File: config.mk
export PLATFORM = sky130hd
export DESIGN_NAME = modem_ctl_stat
export DESIGN_NICKNAME = d
export VERILOG_FILES = /design/src/rtl/mdm_pkg.sv /design/src/rtl/mdm_sync.sv /design/src/rtl/mdm_delta.sv /design/src/rtl/modem_ctl_stat.sv
export SDC_FILE = /design/constraint.sdc
export NUM_CORES = 1
export LEC_CHECK = 0
export BUFFER_PORTS_ARGS = -buffer_cell sky130_fd_sc_hd__buf_4
export CORE_MARGIN = 1.5
export CORE_UTILIZATION = 35
export CTS_CLUSTER_DIAMETER = 200
export DETAILED_ROUTE_END_ITERATION = 8
export PLACE_DENSITY = 0.58
export SYNTH_ARGS = -nofsm -noshare
export SYNTH_HDL_FRONTEND = slang
export SYNTH_SLANG_ARGS = --single-unit
export TNS_END_PERCENT = 100
File: constraint.sdc
create_clock -name clk -period 1.31 [get_ports clk]
set_clock_uncertainty 0.1 [all_clocks]
set_input_delay 0.0655 -clock clk [delete_from_list [all_inputs] [get_ports clk]]
set_output_delay 0.0655 -clock clk [all_outputs]
set_load 0.05 [all_outputs]
File: src/rtl/mdm_pkg.sv
package mdm_pkg;
    localparam int LINE_N  = 4;
    localparam int IDX_CTS = 0;
    localparam int IDX_DSR = 1;
    localparam int IDX_RI  = 2;
    localparam int IDX_DCD = 3;

    localparam int CTRL_W  = 5;
    localparam int CB_DTR  = 0;
    localparam int CB_RTS  = 1;
    localparam int CB_OUT1 = 2;
    localparam int CB_OUT2 = 3;
    localparam int CB_LOOP = 4;

    typedef struct packed {
        logic [CTRL_W-1:0] ctrl;
        logic [LINE_N-1:0] prev;
        logic [LINE_N-1:0] delta;
    } mdm_state_t;
endpackage

File: src/rtl/mdm_sync.sv
module mdm_sync #(
    parameter int WIDTH  = 4,
    parameter int STAGES = 2
) (
    input  logic             clk,
    input  logic             rst_n,
    input  logic [WIDTH-1:0] din,
    output logic [WIDTH-1:0] dout
);
    genvar g;
    generate
        for (g = 0; g < WIDTH; g++) begin : g_line
            logic [STAGES-1:0] chain_q;
            always_ff @(posedge clk or negedge rst_n) begin
                if (!rst_n) chain_q <= '0;
                else        chain_q <= {chain_q[STAGES-2:0], din[g]};
            end
            assign dout[g] = chain_q[STAGES-1];
        end
    endgenerate
endmodule

File: src/rtl/mdm_delta.sv
module mdm_delta
    import mdm_pkg::*;
(
    input  logic [LINE_N-1:0] prev,
    input  logic [LINE_N-1:0] cur,
    output logic [LINE_N-1:0] chg
);
    genvar g;
    generate
        for (g = 0; g < LINE_N; g++) begin : g_det
            if (g == IDX_RI) begin : g_trail
                // ring: only the end of an asserted period counts
                assign chg[g] = prev[g] & ~cur[g];
            end else begin : g_any
                assign chg[g] = prev[g] ^ cur[g];
            end
        end
    endgenerate
endmodule

File: src/rtl/modem_ctl_stat.sv
module modem_ctl_stat
    import mdm_pkg::*;
#(
    parameter int ADDR_W      = 3,
    parameter int CTRL_OFS    = 4,
    parameter int STAT_OFS    = 6,
    parameter int SYNC_STAGES = 2
) (
    input  logic              clk,
    input  logic              rst_n,
    input  logic              wr_en,
    input  logic              rd_en,
    input  logic [ADDR_W-1:0] addr,
    input  logic [7:0]        wdata,
    output logic [7:0]        rdata,
    input  logic              cts_n,
    input  logic              dsr_n,
    input  logic              ri_n,
    input  logic              dcd_n,
    output logic              dtr_n,
    output logic              rts_n,
    output logic              out1_n,
    output logic              out2_n,
    output logic              irq
);
    localparam logic [ADDR_W-1:0] CTRL_A = ADDR_W'(CTRL_OFS);
    localparam logic [ADDR_W-1:0] STAT_A = ADDR_W'(STAT_OFS);

    mdm_state_t st_d, st_q;

    logic [LINE_N-1:0] pin_lvl, sync_lvl, loop_lvl, lvl, chg;
    logic [LINE_N-1:0] delta_q, prev_q;
    logic              loop_on, ctrl_wr, stat_rd;
    logic [2:0]        unused_wdata_hi;

    assign unused_wdata_hi = wdata[7:5];

    // asserted level of each pin, in status-bit order
    assign pin_lvl[IDX_CTS] = ~cts_n;
    assign pin_lvl[IDX_DSR] = ~dsr_n;
    assign pin_lvl[IDX_RI]  = ~ri_n;
    assign pin_lvl[IDX_DCD] = ~dcd_n;

    mdm_sync #(.WIDTH(LINE_N), .STAGES(SYNC_STAGES)) u_sync (
        .clk  (clk),
        .rst_n(rst_n),
        .din  (pin_lvl),
        .dout (sync_lvl)
    );

    assign delta_q = st_q.delta;
    assign prev_q  = st_q.prev;
    assign loop_on = st_q.ctrl[CB_LOOP];

    // internal wiring of control bits to status levels in loopback
    assign loop_lvl[IDX_CTS] = st_q.ctrl[CB_RTS];
    assign loop_lvl[IDX_DSR] = st_q.ctrl[CB_DTR];
    assign loop_lvl[IDX_RI]  = st_q.ctrl[CB_OUT1];
    assign loop_lvl[IDX_DCD] = st_q.ctrl[CB_OUT2];

    assign lvl = loop_on ? loop_lvl : sync_lvl;

    mdm_delta u_delta (
        .prev(prev_q),
        .cur (lvl),
        .chg (chg)
    );

    assign ctrl_wr = wr_en && (addr == CTRL_A);
    assign stat_rd = rd_en && (addr == STAT_A);

    always_comb begin
        st_d       = st_q;
        st_d.prev  = lvl;
        st_d.delta = (stat_rd ? '0 : st_q.delta) | chg;
        if (ctrl_wr) st_d.ctrl = wdata[CTRL_W-1:0];
    end

    always_ff @(posedge clk or negedge rst_n) begin
        if (!rst_n) st_q <= '0;
        else        st_q <= st_d;
    end

    always_comb begin
        rdata = '0;
        if (addr == CTRL_A)      rdata[CTRL_W-1:0] = st_q.ctrl;
        else if (addr == STAT_A) rdata = {lvl, delta_q};
    end

    assign dtr_n  = loop_on | ~st_q.ctrl[CB_DTR];
    assign rts_n  = loop_on | ~st_q.ctrl[CB_RTS];
    assign out1_n = loop_on | ~st_q.ctrl[CB_OUT1];
    assign out2_n = loop_on | ~st_q.ctrl[CB_OUT2];
    assign irq    = |delta_q;
endmodule

==> results.yml <==
sta:
  fmax_ghz: 0.640
  final_hold_viol_count: 0
  rsz0062_at_grt: "yes"
  relSlewSlack: 0.824
  maxSlewViolCount: 0
  period_minus_slack_ns: 1.56
  finalSetupViolCount: 13
  period_share: 1.19
  worst_slack_ns: -0.252
  tightest_slew_ns: 0.265
detailed_routing:
  wire_per_inst_microns: 12.8
  vias_per_cell: 4.49
  drcViolationCount: 0
  first_pass_iters: 4
  ant_nets: 0
  route.vias.total: 701
  drtIter0Drc: 1
  finalWirelength_microns: 2000
cts:
  clk_path_buf_depth: 2
  numCtsBuffers: 3
  cts.htree.levels: 1
  clk-insertion-delay-late_ns: 0.30
  cts_tree: "done"
  clock-sinks: 21
  cts-root-buf: "clkbuf_4"
  cts.clk_slew.worst_paths_ns: 0.12
final_layout:
  final_core_util: 0.628
  final_nets: 146
  syn2layout_area_growth_pct: 68.8
  n_antenna_cell: 0
  seqCellArea_sq_um: 531
  multiInputGateArea_sq_um: 412
  nFillCells: 214
  layout-drive-gt1-share: 0.563
floorplanning:
  die_width_microns: 54.3
  rows: 18
  initial_core_util: 0.372
  coreArea_sq_um: 2480
  pin_count: 32
  die-area_sq_um: 2950
  die_height_microns: 54.3
outcome:
  outcome: "finished with violations"
  violations: "negative setup slack"
worst_setup_path:
  end_kind: "output port"
  critical_path_arrival_ns: 1.40
  worst_ep_required_time_ns: 1.14
  crit_type: "register to output port"
  startpoint: "delta_q[3]$_DFF_PN0_"
  crit_fanout: 2
  r2r-start: "loop_on$_DFFE_PN0P_"
  cp-start-kind: "register"
place:
  dpl.hpwl_microns: 1380
  dpl_worst_slack_ns: 0.0197
  port_buffers: 28
  routabilityCongestion: 0.700
yosys:
  synth_largest_area_cell: "dfrtp_1"
  synthArstFlopShare: 1.00
  synth_edf_count: 0
  synth_nets: 91
  ys.warnings.count: 0
  synth.area.top_cells: "dfrtp_1 57%, mux2_4 8.1%, mux2i_1 5.4%"
  syn_area_sq_um: 922
  synthCells: 72
  synth_common_cells: "21 x dfrtp_1, 7 x inv_1, 7 x nor2_1"
  ys.flop_type: "dfrtp_1"
  syn_avg_cell_area_sq_um: 12.8
  synth_top_area_share: 0.570
  synth.most_common_cell: "dfrtp_1"
  synth_seq_area_share: 0.570
  ys_seq_elements: 21
  netlist-cell-type-count: 22
power_and_ir_drop:
  ir_worst_vdd_v: 0.00105
  power_density_nw_per_um2: 1290
  p_leak_nw: 0.742
flow_run:
  cap_violations: 0
grt:
  grt_pass1_vias: 693
  grt_max_degree: 22
  grt_usage: 0.152
  overflow: 0
  antenna_found_initial: 0
  grt_pass1_wl_microns: 3090
worst_hold_path:
  hold_path_class: "input port to async pin"
==> sequential cells by signal, indices dropped and copies added (netlist names) <==
signal                 cells
u_sync.g_line.chain_q      8
delta_q                    4
loop_lvl                   4
prev_q                     4
loop_on                    1
==> routing by layer <==
metal	part of all wire	global-route usage	vias to the layer above
met3	0.038	0.0164	4
met5	0	0	-
met2	0.55	0.265	21
met1	0.40	0.188	335
met4	0.011	0.0667	0
li1	-	-	341
==> timing repair <==
item | 4_1_cts | 5_1_grt
resized for setup | 27 | 6
endpoints found under the hold margin | 30 | 0
hold buffers | 10 | 0
setup endpoints to repair | 15 | 16
buffers inserted | 7 | 4
pin swaps | 2 | 4
==> logic make-up after synthesis <==
logic type | count (synthesis) | synth area share
flip-flops | 21 | 0.570
AND/OR/NAND/NOR | 18 | 0.110
multiplexers | 13 | 0.178
buffers and inverters | 11 | 0.0692
AO/OA/AOI/OAI | 6 | 0.0448
XOR/XNOR | 3 | 0.0285
==> power breakdown <==
part	total, W	internal, W	switching, W
registers	0.000834	0.000745	0.0000887
clock network	0.000312	0.000114	0.000198
logic	0.000869	0.000481	0.000388
==> layout make-up <==
cell class,instances,area share
clock inverter,1,0.00322
tap,30,0.0241
timing repair buffer,53,0.334
clock buffer,3,0.0145
sequential,21,0.341
inverter,8,0.0193
multi-input combinational,40,0.264
==> through the flow <==
stage | cell area, sq um | power (W) | instances | TNS, ns | hold WS (ns)
2_1_floorplan | 933 | 0.00123 | 72 | -0.0254 | -0.330
3_5_place_dp | 1200 | 0.00143 | 131 | 0 | -0.132
3_3_place_gp | 1200 | 0.00141 | 131 | 0 | -0.140
4_1_cts | 1500 | 0.00196 | 152 | -1.94 | 0.0709
5_1_grt | 1560 | 0.00212 | 156 | -2.96 | 0.0790
6_report | 1560 | 0.00201 | 156 | -2.11 | 0.0636
==> cells in the final DEF, fill, tap and decap left out <==
master / instances
xnor2_1: 2
nor2_1: 4
nor2b_4: 1
mux2_4: 6
o21ai_0: 1
or4_4: 1
a21o_1: 3
nand2b_1: 1
mux2i_1: 4
dlygate4sd3_1: 10
buf_8: 1
dfrtp_2: 4
a21oi_2: 1
clkinv_2: 1
nand3_1: 1
a22o_1: 1
inv_1: 7
nor2_2: 3
mux2i_4: 3
buf_6: 17
clkbuf_4: 3
inv_2: 1
nand2_1: 1
buf_12: 2
nand3b_1: 1
buf_4: 23
nand2b_4: 4
and3_1: 1
dfrtp_1: 17
xor2_1: 1
==> worst paths after layout <==
check                                                              to  slack, ns  cells past startpoint
worst max-delay path                                              irq      -0.25                      2
max in group asynchronous                     loop_lvl[2]$_DFFE_PN0P_       0.82                      2
worst max register to register                   delta_q[0]$_DFF_PN0_      -0.18                      5
min in group clk                                 delta_q[3]$_DFF_PN0_       0.08                      3
worst min register to register  u_sync.g_line[1].chain_q[1]$_DFF_PN0_       0.26                      0
worst min-delay path            u_sync.g_line[0].chain_q[0]$_DFF_PN0_       0.06                      2
==> critical path: stages, from the launching register on <==
cell	delay (ns)
dfrtp_1	0.39
or4_4	0.53
buf_6	0.17
No activity file was read; power rests on OpenSTA's default activity.
